<file path="src/rtl/tpg_pkg.sv">
package tpg_pkg;

  typedef enum logic [2:0] {
    TPG_NORMAL  = 3'd0,
    TPG_CHECKER = 3'd1,
    TPG_TOGGLE  = 3'd2,
    TPG_PN_LONG = 3'd3,
    TPG_PN_SHRT = 3'd4,
    TPG_USR_REP = 3'd5,
    TPG_USR_ONE = 3'd6,
    TPG_RAMP    = 3'd7
  } tpg_mode_e;

  localparam logic [1:0] TPG_SEL_NARROW = 2'b01;
  localparam int unsigned TPG_USER_WORDS = 4;

endpackage

</file>
<file path="src/rtl/tpg_rst_sync.sv">
module tpg_rst_sync (
  input  logic clk,
  input  logic rst_n,
  output logic rst_n_sync
);

  logic [1:0] stage_q;

  always_ff @(posedge clk or negedge rst_n) begin
    if (!rst_n) stage_q <= 2'b00;
    else        stage_q <= {stage_q[0], 1'b1};
  end

  assign rst_n_sync = stage_q[1];

endmodule

</file>
<file path="src/rtl/tpg_prbs.sv">
module tpg_prbs #(
  parameter int unsigned LEN    = 23,
  parameter int unsigned TAP    = 18,
  parameter int unsigned WIDE_W = 16,
  parameter int unsigned NARR_W = 10
) (
  input  logic              clk,
  input  logic              rst_n,
  input  logic              restart,
  input  logic              adv,
  input  logic              active,
  input  logic              narrow,
  output logic [WIDE_W-1:0] word_wide,
  output logic [NARR_W-1:0] word_narr
);

  logic [LEN-1:0]    state_q;
  logic [LEN-1:0]    state_d;
  logic [LEN-1:0]    chain [0:WIDE_W];
  logic [WIDE_W-1:0] bits;

  // Working state: reseeded on a restart
  assign chain[0] = restart ? {LEN{1'b1}} : state_q;

  // One shift step per output bit, earliest bit at the MSB
  for (genvar g = 0; g < WIDE_W; g++) begin : g_step
    logic fb;
    assign fb               = chain[g][LEN-1] ^ chain[g][TAP-1];
    assign chain[g+1]       = {chain[g][LEN-2:0], fb};
    assign bits[WIDE_W-1-g] = fb;
  end

  assign word_wide = bits;
  assign word_narr = bits[WIDE_W-1 -: NARR_W];

  always_comb begin
    state_d = chain[0];
    if (adv && active) begin
      state_d = narrow ? chain[NARR_W] : chain[WIDE_W];
    end
  end

  always_ff @(posedge clk or negedge rst_n) begin
    if (!rst_n) state_q <= {LEN{1'b1}};
    else        state_q <= state_d;
  end

endmodule

</file>
<file path="src/rtl/tpg_seq.sv">
module tpg_seq
  import tpg_pkg::*;
#(
  parameter int unsigned SAMP_W = 16,
  parameter int unsigned CG_W   = 10
) (
  input  logic              clk,
  input  logic              rst_n,
  input  logic              restart,
  input  logic              adv,
  input  tpg_mode_e         mode,
  input  logic [SAMP_W-1:0] user0,
  input  logic [SAMP_W-1:0] user1,
  input  logic [SAMP_W-1:0] user2,
  input  logic [SAMP_W-1:0] user3,
  input  logic [SAMP_W-1:0] pn_long_w,
  input  logic [CG_W-1:0]   pn_long_n,
  input  logic [SAMP_W-1:0] pn_shrt_w,
  input  logic [CG_W-1:0]   pn_shrt_n,
  output logic [SAMP_W-1:0] pat_w,
  output logic [CG_W-1:0]   pat_n
);

  localparam int unsigned BURST_W = $clog2(TPG_USER_WORDS) + 1;
  localparam logic [BURST_W-1:0] BURST_END = BURST_W'(TPG_USER_WORDS);

  logic [SAMP_W-1:0]  idx_q, idx_d, idx_cur;
  logic [BURST_W-1:0] burst_q, burst_d, burst_cur;
  logic [SAMP_W-1:0]  user_rep, user_one;
  logic [SAMP_W-1:0]  chk_w, tog_w;
  logic               burst_live;

  // Word counters, cleared by a restart
  assign idx_cur   = restart ? '0 : idx_q;
  assign burst_cur = restart ? '0 : burst_q;
  assign burst_live = (burst_cur != BURST_END);

  always_comb begin
    idx_d   = idx_cur;
    burst_d = burst_cur;
    if (adv) begin
      idx_d = idx_cur + 1'b1;
      if (burst_live) burst_d = burst_cur + 1'b1;
    end
  end

  always_ff @(posedge clk or negedge rst_n) begin
    if (!rst_n) begin
      idx_q   <= '0;
      burst_q <= '0;
    end else begin
      idx_q   <= idx_d;
      burst_q <= burst_d;
    end
  end

  // Checkerboard and toggle words: bit i of even word = i odd
  for (genvar b = 0; b < SAMP_W; b++) begin : g_fixed
    assign chk_w[b] = (b % 2 == 1) ^ idx_cur[0];
    assign tog_w[b] = ~idx_cur[0];
  end

  always_comb begin
    unique case (idx_cur[1:0])
      2'd0:    user_rep = user0;
      2'd1:    user_rep = user1;
      2'd2:    user_rep = user2;
      default: user_rep = user3;
    endcase
  end

  always_comb begin
    user_one = '0;
    if (burst_live) begin
      unique case (burst_cur[1:0])
        2'd0:    user_one = user0;
        2'd1:    user_one = user1;
        2'd2:    user_one = user2;
        default: user_one = user3;
      endcase
    end
  end

  always_comb begin
    pat_w = '0;
    pat_n = '0;
    unique case (mode)
      TPG_CHECKER: begin pat_w = chk_w;     pat_n = chk_w[CG_W-1:0];   end
      TPG_TOGGLE:  begin pat_w = tog_w;     pat_n = tog_w[CG_W-1:0];   end
      TPG_PN_LONG: begin pat_w = pn_long_w; pat_n = pn_long_n;         end
      TPG_PN_SHRT: begin pat_w = pn_shrt_w; pat_n = pn_shrt_n;         end
      TPG_USR_REP: begin pat_w = user_rep;  pat_n = user_rep[SAMP_W-1 -: CG_W]; end
      TPG_USR_ONE: begin pat_w = user_one;  pat_n = user_one[SAMP_W-1 -: CG_W]; end
      TPG_RAMP:    begin pat_w = idx_cur;   pat_n = idx_cur[CG_W-1:0]; end
      default:     begin pat_w = '0;        pat_n = '0;                end
    endcase
  end

endmodule

</file>
<file path="src/rtl/link_tpg.sv">
module link_tpg
  import tpg_pkg::*;
#(
  parameter int unsigned SAMP_W    = 16,
  parameter int unsigned CG_W      = 10,
  parameter int unsigned LONG_LEN  = 23,
  parameter int unsigned LONG_TAP  = 18,
  parameter int unsigned SHRT_LEN  = 9,
  parameter int unsigned SHRT_TAP  = 5
) (
  input  logic              clk,
  input  logic              rst_n,
  input  logic [2:0]        mode_i,
  input  logic [1:0]        inj_sel_i,
  input  logic [SAMP_W-1:0] user0_i,
  input  logic [SAMP_W-1:0] user1_i,
  input  logic [SAMP_W-1:0] user2_i,
  input  logic [SAMP_W-1:0] user3_i,
  input  logic [SAMP_W-1:0] samp_i,
  input  logic [CG_W-1:0]   cg_i,
  input  logic              adv_i,
  output logic [SAMP_W-1:0] samp_o,
  output logic [CG_W-1:0]   cg_o
);

  logic              rst_n_s;
  tpg_mode_e         mode, mode_q;
  logic              restart;
  logic              narrow;
  logic [SAMP_W-1:0] pnl_w, pns_w, pat_w;
  logic [CG_W-1:0]   pnl_n, pns_n, pat_n;
  logic [SAMP_W-1:0] samp_q, samp_d;
  logic [CG_W-1:0]   cg_q, cg_d;

  tpg_rst_sync u_rst (
    .clk        (clk),
    .rst_n      (rst_n),
    .rst_n_sync (rst_n_s)
  );

  assign mode    = tpg_mode_e'(mode_i);
  assign restart = (mode != mode_q);
  assign narrow  = (inj_sel_i == TPG_SEL_NARROW);

  always_ff @(posedge clk or negedge rst_n_s) begin
    if (!rst_n_s) mode_q <= TPG_NORMAL;
    else          mode_q <= mode;
  end

  tpg_prbs #(
    .LEN (LONG_LEN), .TAP (LONG_TAP), .WIDE_W (SAMP_W), .NARR_W (CG_W)
  ) u_pn_long (
    .clk       (clk),
    .rst_n     (rst_n_s),
    .restart   (restart),
    .adv       (adv_i),
    .active    (mode == TPG_PN_LONG),
    .narrow    (narrow),
    .word_wide (pnl_w),
    .word_narr (pnl_n)
  );

  tpg_prbs #(
    .LEN (SHRT_LEN), .TAP (SHRT_TAP), .WIDE_W (SAMP_W), .NARR_W (CG_W)
  ) u_pn_shrt (
    .clk       (clk),
    .rst_n     (rst_n_s),
    .restart   (restart),
    .adv       (adv_i),
    .active    (mode == TPG_PN_SHRT),
    .narrow    (narrow),
    .word_wide (pns_w),
    .word_narr (pns_n)
  );

  tpg_seq #(
    .SAMP_W (SAMP_W), .CG_W (CG_W)
  ) u_seq (
    .clk       (clk),
    .rst_n     (rst_n_s),
    .restart   (restart),
    .adv       (adv_i),
    .mode      (mode),
    .user0     (user0_i),
    .user1     (user1_i),
    .user2     (user2_i),
    .user3     (user3_i),
    .pn_long_w (pnl_w),
    .pn_long_n (pnl_n),
    .pn_shrt_w (pns_w),
    .pn_shrt_n (pns_n),
    .pat_w     (pat_w),
    .pat_n     (pat_n)
  );

  // Output selection, loaded only on advancing edges
  always_comb begin
    samp_d = samp_q;
    cg_d   = cg_q;
    if (adv_i) begin
      samp_d = samp_i;
      cg_d   = cg_i;
      if (mode != TPG_NORMAL) begin
        if (narrow) cg_d   = pat_n;
        else        samp_d = pat_w;
      end
    end
  end

  always_ff @(posedge clk or negedge rst_n_s) begin
    if (!rst_n_s) begin
      samp_q <= '0;
      cg_q   <= '0;
    end else begin
      samp_q <= samp_d;
      cg_q   <= cg_d;
    end
  end

  assign samp_o = samp_q;
  assign cg_o   = cg_q;

endmodule

</file>
<file path="config.mk">
export PLATFORM = sky130hd
export DESIGN_NAME = link_tpg
export DESIGN_NICKNAME = d
export VERILOG_FILES = /design/src/rtl/tpg_pkg.sv /design/src/rtl/tpg_rst_sync.sv /design/src/rtl/tpg_prbs.sv /design/src/rtl/tpg_seq.sv /design/src/rtl/link_tpg.sv
export SDC_FILE = /design/constraint.sdc
export NUM_CORES = 1
export LEC_CHECK = 0
export BUFFER_PORTS_ARGS = -buffer_cell sky130_fd_sc_hd__clkbuf_2
export CORE_ASPECT_RATIO = 0.9
export CORE_MARGIN = 4
export CORE_UTILIZATION = 50
export CTS_CLUSTER_SIZE = 8
export DETAILED_ROUTE_END_ITERATION = 7
export PLACE_DENSITY_LB_ADDON = 0.12
export SLEW_MARGIN = 20
export SYNTH_ARGS = -nofsm -noshare
export SYNTH_HDL_FRONTEND = slang
export SYNTH_HIERARCHICAL = 1
export SYNTH_SLANG_ARGS = --single-unit
export TNS_END_PERCENT = 30
</file>
<file path="constraint.sdc">
create_clock -name clk -period 5 [get_ports clk]
set_input_delay 0.75 -clock clk [delete_from_list [all_inputs] [get_ports clk]]
set_output_delay 0.75 -clock clk [all_outputs]
set_load 0.1 [all_outputs]
</file>
==> flow_metrics.tcl, run 1 <==
set metrics [dict create \
    syn_to_final_growth_pct 7.399 \
    fin_skew_ns 0.007513 \
    crit_required_ns 5.27 \
    clockBufferDepth 2 \
    reg2reg_to "samp_o[3]$_DFFE_PN0P_" \
    synth_edf_count 0 \
    ys_warn_count 6 \
    p_comb_share_pct 28.4 \
    internal-power_mw 1.247 \
    p_sw_uw 755.5 \
    wl_mm 23.09 \
    fin_area_um2 7392 \
    rows 40 \
    vias_per_cell 6.365 \
    cts_num_sinks 82 \
    drt_iter0_drc 611 \
    layout-drive-gt1-share_pct 27.72 \
    diodes 0 \
    rr_worst_depth 9 \
    crit_path_end "samp_o[3]$_DFFE_PN0P_" \
    power_per_cell_area_nw_per_um2 271.0 \
    finalSetupTns_ns 0 \
    leakagePower_nw 2.963 \
    hold_viol_final 0 \
    port_buffers 123 \
    gr-usage-met2_pct 45.97 \
    drcViolationCount 0 \
    async_flop_share_pct 100.0 \
    final_cell_count_no_fill 1023 \
    cts.repair.resized 0 \
    max_cap_viol_count 0 \
    cts_root_buf "clkbuf_16" \
    setup_viol 0 \
    die_w_um 131.7 \
    timing.hold.ws_ns 0.1751 \
    worstPathArrival_ns 3.73 \
    pwr-share-seq_pct 37.4 \
    timing_worst_setup_path_type "input pin to flop" \
    synth_simple_gate_area_share_pct 23.58 \
    dr.pass1.iters 6 \
    post_cts_buffers 0 \
    hp-class "input pin to async pin" \
    placed_area_um2 7057 \
    cts_tree "done" \
    synthMuxAreaShare_pct 3.508 \
    synth_xor_xnor_area_share_pct 7.035 \
    slew_headroom_pct 42.01 \
    routedWlPerCell_um 22.57 \
    outcome "finished clean" \
    routabilityCongestion 0.9434 \
    die-height_um 119.3 \
    antenna_found_initial 0 \
    reg2reg_slack_ns 2.01 \
    cts_max_level 3 \
    power_mw 2.003 \
    crit_start "mode_i[2]" \
    initial_core_util_pct 51.32 \
    p_clk_share_pct 34.2 \
    clock_latency_ns 0.35 \
    critical_path.startpoint_type "input pin" \
    dominantRegCellSynth "dfrtp_1" \
    rsz0062_at_grt "no" \
    fmax_mhz 288.9 \
    ios 124 \
    grt_pass1_wl_mm 36.05 \
    switching_share_pct 37.72 \
    grt_pass1_vias 6227 \
    final.min_clock_period_ns 3.462 \
    synth.avg_cell_area_um2 8.343 \
    final.setup.worst_slack_ns 1.538 \
    coreArea_um2 13410 \
    nets 949 \
    syn_nets 924 \
    syn_area_um2 6883 \
    synth_seq_cells 82 \
    ir_worst_vdd_mv 0.2299 \
    cts_buffers 9 \
    r2r-start "mode_q[1]$_DFF_PN0_" \
    busiest_layer "met2" \
    fin_crit_sh_pct 69.23 \
    path_clk_slew_ns 0.06 \
    synth-seq-area-share_pct 30.39 \
    cp-end-kind "flop" \
    met3_usage_pct 6.757 \
    max_slew.worst_pin.slew_ns 0.8670 \
    vias 6511 \
    dpl.hpwl_mm 17.16 \
    placedCellCount 1006 \
    fin_util_pct 55.11 \
    synthAdderAreaFrac_pct 0.1818 \
    grt_max_degree 81 \
    pre_cts_ws_ns 1.299 \
    die-area_um2 15710 \
    ant_nets 0 \
    crit_fanout 34 \
    synth_compound_area_share_pct 23.61 \
    postSynthCellCount 825 \
    final_common_cell "clkbuf_2" \
    grt_overflow 0 \
    use_met1_pct 39.68 \
    final_cell_mix "clkbuf_2, nor2_1, o21ai_0" \
    ctsHoldBuffers 0 \
    synth_top_family_by_area "compound AO/OA/AOI/OAI gates" \
    synthDistinctLibCells 74 \
    drv_slew 0 \
    grt.total_usage_pct 28.87 \
]
cell usage after synthesis, drive strengths merged, types with 10 or more instances:
master | count | area [µm²]
nor2 | 93 | 359.1
buf | 81 | 593.1
o21ai | 70 | 350.3
dfrtp | 50 | 1251
nand2 | 44 | 165.2
nand3 | 42 | 315.3
clkbuf | 39 | 147.6
dfstp | 32 | 840.8
xnor2 | 31 | 309.1
a31oi | 26 | 162.7
a21oi | 23 | 115.1
a22oi | 23 | 172.7
mux2i | 23 | 230.2
and2 | 22 | 137.6
nand4 | 22 | 137.6
xor2 | 20 | 175.2
inv | 16 | 60.06
nand2b | 14 | 87.58
o221ai | 14 | 122.6
o22ai | 13 | 81.33
a211o | 10 | 87.58
worst min path at each step:
stage / to / slack [ns] / cells after the start
floorplan: u_rst/stage_q[1]$_DFF_PN0_ / 0.33 / 0
global placement: u_rst/stage_q[1]$_DFF_PN0_ / 0.34 / 0
detailed placement: u_rst/stage_q[1]$_DFF_PN0_ / 0.34 / 0
CTS: u_rst/stage_q[1]$_DFF_PN0_ / 0.17 / 1
global route: u_rst/stage_q[1]$_DFF_PN0_ / 0.17 / 1
finish: u_rst/stage_q[1]$_DFF_PN0_ / 0.18 / 1
power groups by stage:
| stage | registers, mW | logic, mW | clock network (mW) |
|---|---|---|---|
| floorplan | 0.946 | 0.225 | 0 |
| global placement | 0.768 | 0.548 | 0 |
| detailed placement | 0.769 | 0.551 | 0 |
| CTS | 0.758 | 0.552 | 0.700 |
| global route | 0.754 | 0.601 | 0.731 |
| finish | 0.749 | 0.568 | 0.685 |
metal layers:
layer / wire length (µm) / share of wire [%] / vias up
met3: 1932 / 8.4 / 30
met2: 10630 / 46 / 349
met5: 0 / 0 / -
met1: 10090 / 44 / 3124
met4: 437 / 1.9 / 0
li1: - / - / 3008
cells by family (layout without fill, tap and decap cells):
logic type                 after synthesis  after routing
buffers and inverters                  136            166
xor gates and xnor gates                51             51
AOI/OAI and AO/OA                      239            239
DFF                                     82             82
adders and majority gates                1              1
and+or+nand+nor                        291            291
other                                    1              1
muxes                                   24             24
flip-flops by register name (all words and copies together) (netlist names):
register           cells
u_seq/idx_q           16
cg_o                  10
samp_o                16
u_pn_long/state_q     23
mode_q                 3
u_pn_shrt/state_q      9
u_rst/stage_q          2
u_seq/burst_q          3
worst max-delay path, stage by stage:
cell and delay [ns]:
clkbuf_2 0.41, xnor2_1 0.16, nand3_2 0.11, buf_4 0.30, and2b_1 0.49, nor3_1 0.78, a21oi_1 0.20, o2111ai_1 0.25
nand3_2 0.09, a31oi_1 0.17
area by class of cell:
class                   count  area (µm²)
clock buffers              10       229.0
multi-input cells         607        4006
fillers                  1266        6021
flip-flops and latches     82        2096
clock inverters             6       72.57
inverters                  16       60.06
well taps                 168       210.2
repair buffers            134       718.2
No activity file was read; power rests on OpenSTA's default activity.
==> inputs of run 2 (changes only) <==
- clock period: 5 -> 3.01 ns (I/O delays scaled with it)
==> run 2 against run 1 <==
Compared with the run above:
- count of clock-buffer cells in the layout increased by 3
- sequential power increased by 67%
- combinational power increased by 70%
- worst hold slack gained 0.097 ns
- die area unchanged
- largest power group unchanged
==> flow_metrics.tcl, run 2 (same netlist as run 1, synthesis figures left out) <==
set metrics [dict create \
    finalSetupTns_ns 0 \
    internal-power_mw 2.066 \
    p_sw_mw 1.250 \
    vias_per_cell 6.413 \
    die_w_um 131.7 \
    hp-class "flop to async pin" \
    grt_pass1_wl_mm 36.83 \
    final.min_clock_period_ns 2.759 \
    timing_worst_setup_path_type "flop to flop" \
    regArea_um2 2096 \
    cts_root_buf "clkbuf_16" \
    regMostFlops "u_pn_long/state_q" \
    fin_skew_ns 0.008603 \
    final.setup.worst_slack_ns 0.2508 \
    final_common_cell "clkbuf_2" \
    fillers 1273 \
    coreArea_um2 13410 \
    port_buffers 123 \
    die-height_um 119.3 \
    grt_max_degree 81 \
    syn_to_final_growth_pct 9.289 \
    cp_slowest_cell "o32a_1" \
    dr.pass1.iters 6 \
    wl_mm 23.37 \
    final_cell_mix "clkbuf_2, nor2_1, o21ai_0" \
    drt_iter0_drc 826 \
    outcome "finished clean" \
    multi_input_comb_area_um2 4001 \
    die-area_um2 15710 \
    power_per_cell_area_nw_per_um2 440.8 \
    cts_tree "done" \
    crit_required_ns 3.28 \
    drv_slew 0 \
    fin_util_pct 56.08 \
    rsz0062_at_grt "no" \
    grt_overflow 0 \
    fmax_mhz 362.4 \
    max_slew.worst_pin.slew_ns 0.8012 \
    layout-drive-gt1-share_pct 29.01 \
    clock_latency_ns 0.35 \
    ios 124 \
    rows 40 \
    slew_headroom_pct 46.17 \
    path_cells "xnor2_1 > nand3_2 > buf_4 > nand2b_1 > ha_1 > and3b_1 > or3_1 > o32a_1 > nand3_1 > nand3_2 > a31oi_1" \
    worstPathArrival_ns 3.03 \
    grt.total_usage_pct 29.51 \
    drcViolationCount 0 \
    fin_crit_sh_pct 91.67 \
    cts_max_level 3 \
    ir_worst_vdd_mv 0.2897 \
    grt_pass1_vias 6408 \
    max_cap_viol_count 0 \
    leakagePower_nw 3.045 \
    hold_viol_final 0 \
    p_comb_share_pct 29.1 \
    pre_cts_ws_ns 0.05017 \
    antenna_found_initial 0 \
    nets 966 \
    switching_share_pct 37.69 \
    largest_reg_flops 23 \
    dpl.hpwl_mm 17.53 \
    initial_core_util_pct 51.32 \
    clockBufferDepth 2 \
    vias 6670 \
    routedWlPerCell_um 22.47 \
    crit_path_frequent_cell "nand3_2" \
    ant_nets 0 \
    routabilityCongestion 1.057 \
    critical_path.startpoint_type "flop" \
    cts_buffers 9 \
    cpPeakStageDelay_ns 0.42 \
    path_clk_slew_ns 0.06 \
    cts_num_sinks 82 \
    cp-end-kind "flop" \
    crit_fanout 12 \
    pwr-share-seq_pct 37.6 \
    p_clk_share_pct 33.3 \
    setup_viol 0 \
    diodes 0 \
]
==> run 2: cell types whose count changed in the layout (fill, tap and decap cells not counted), sizes merged <==
cell,before,now
clkbuf,133,136
clkinv,1,2
dlygate4sd3,0,1
buf,11,27
bufinv,1,0
inv,20,17
==> run 2: layout make-up <==
type	instances	share of cell area, %
Clock buffer	13	3.609
Clock inverter	3	0.2994
Inverter	16	0.7984
Multi-Input combinational cell	607	53.19
Sequential cell	82	27.86
Tap cell	168	2.794
Timing Repair Buffer	151	11.44
==> run 2: through the flow <==
step           hold slack, ns  instance area, µm²  instances  total power [mW]
2_1_floorplan          0.1559                6883        825             1.945
3_3_place_gp           0.2372                7189       1022             2.208
3_5_place_dp           0.2388                7191       1022             2.211
4_1_cts                0.3464                7495       1039             3.326
5_1_grt                0.3166                7522       1040             3.456
6_report               0.2722                7522       1040             3.316
==> run 2: repair_timing <==
action	4_1_cts	5_1_grt
endpoints found under the hold margin	2	0
resized for setup	0	0
hold buffers	1	0
buffers inserted	0	0
==> run 2: path summary, 6_finish.rpt <==
| path | slack [ns] | startpoint | endpoint | depth (start not counted) |
|---|---|---|---|---|
| min in group clk | 0.35 | cg_i[1] | cg_o[1]$_DFFE_PN0P_ | 3 |
| worst min-delay path | 0.27 | u_rst/stage_q[1]$_DFF_PN0_ | samp_o[2]$_DFFE_PN0P_ | 0 |
| max in group asynchronous | 2.05 | u_rst/stage_q[1]$_DFF_PN0_ | u_pn_long/state_q[9]$_DFF_PN1_ | 1 |
| worst max-delay path | 0.25 | mode_q[2]$_DFF_PN0_ | cg_o[4]$_DFFE_PN0P_ | 11 |
| worst max register to register | 0.25 | mode_q[2]$_DFF_PN0_ | cg_o[4]$_DFFE_PN0P_ | 11 |
| worst min register to register | 0.27 | u_rst/stage_q[1]$_DFF_PN0_ | samp_o[2]$_DFFE_PN0P_ | 0 |
==> run 2: worst max-delay path: cells and delay by family, from the launching register on <==
kind / cells / cell delay (ns)
buf+inv: 1 / 0.23
xor+xnor: 1 / 0.18
simple gates: 6 / 1.07
compound gates: 2 / 0.60
fa+ha+maj: 1 / 0.20
flops: 1 / 0.38
==> run 2: layer usage <==
layer	wire [µm]	part of all wire (%)	vias to the layer above	GRT usage, %
met5	0	0	-	0
met4	833	3.6	0	10.89
met3	2211	9.5	56	8.319
met2	10650	46	382	46.59
met1	9674	41	3195	38.71
li1	-	-	3037	-
==> run 2: power groups by stage <==
stage | sequential [mW] | clock, mW | combinational [mW]
floorplan | 1.57 | 0 | 0.374
global placement | 1.28 | 0 | 0.931
detailed placement | 1.28 | 0 | 0.934
CTS | 1.26 | 1.13 | 0.937
global route | 1.26 | 1.18 | 1.02
finish | 1.25 | 1.10 | 0.966
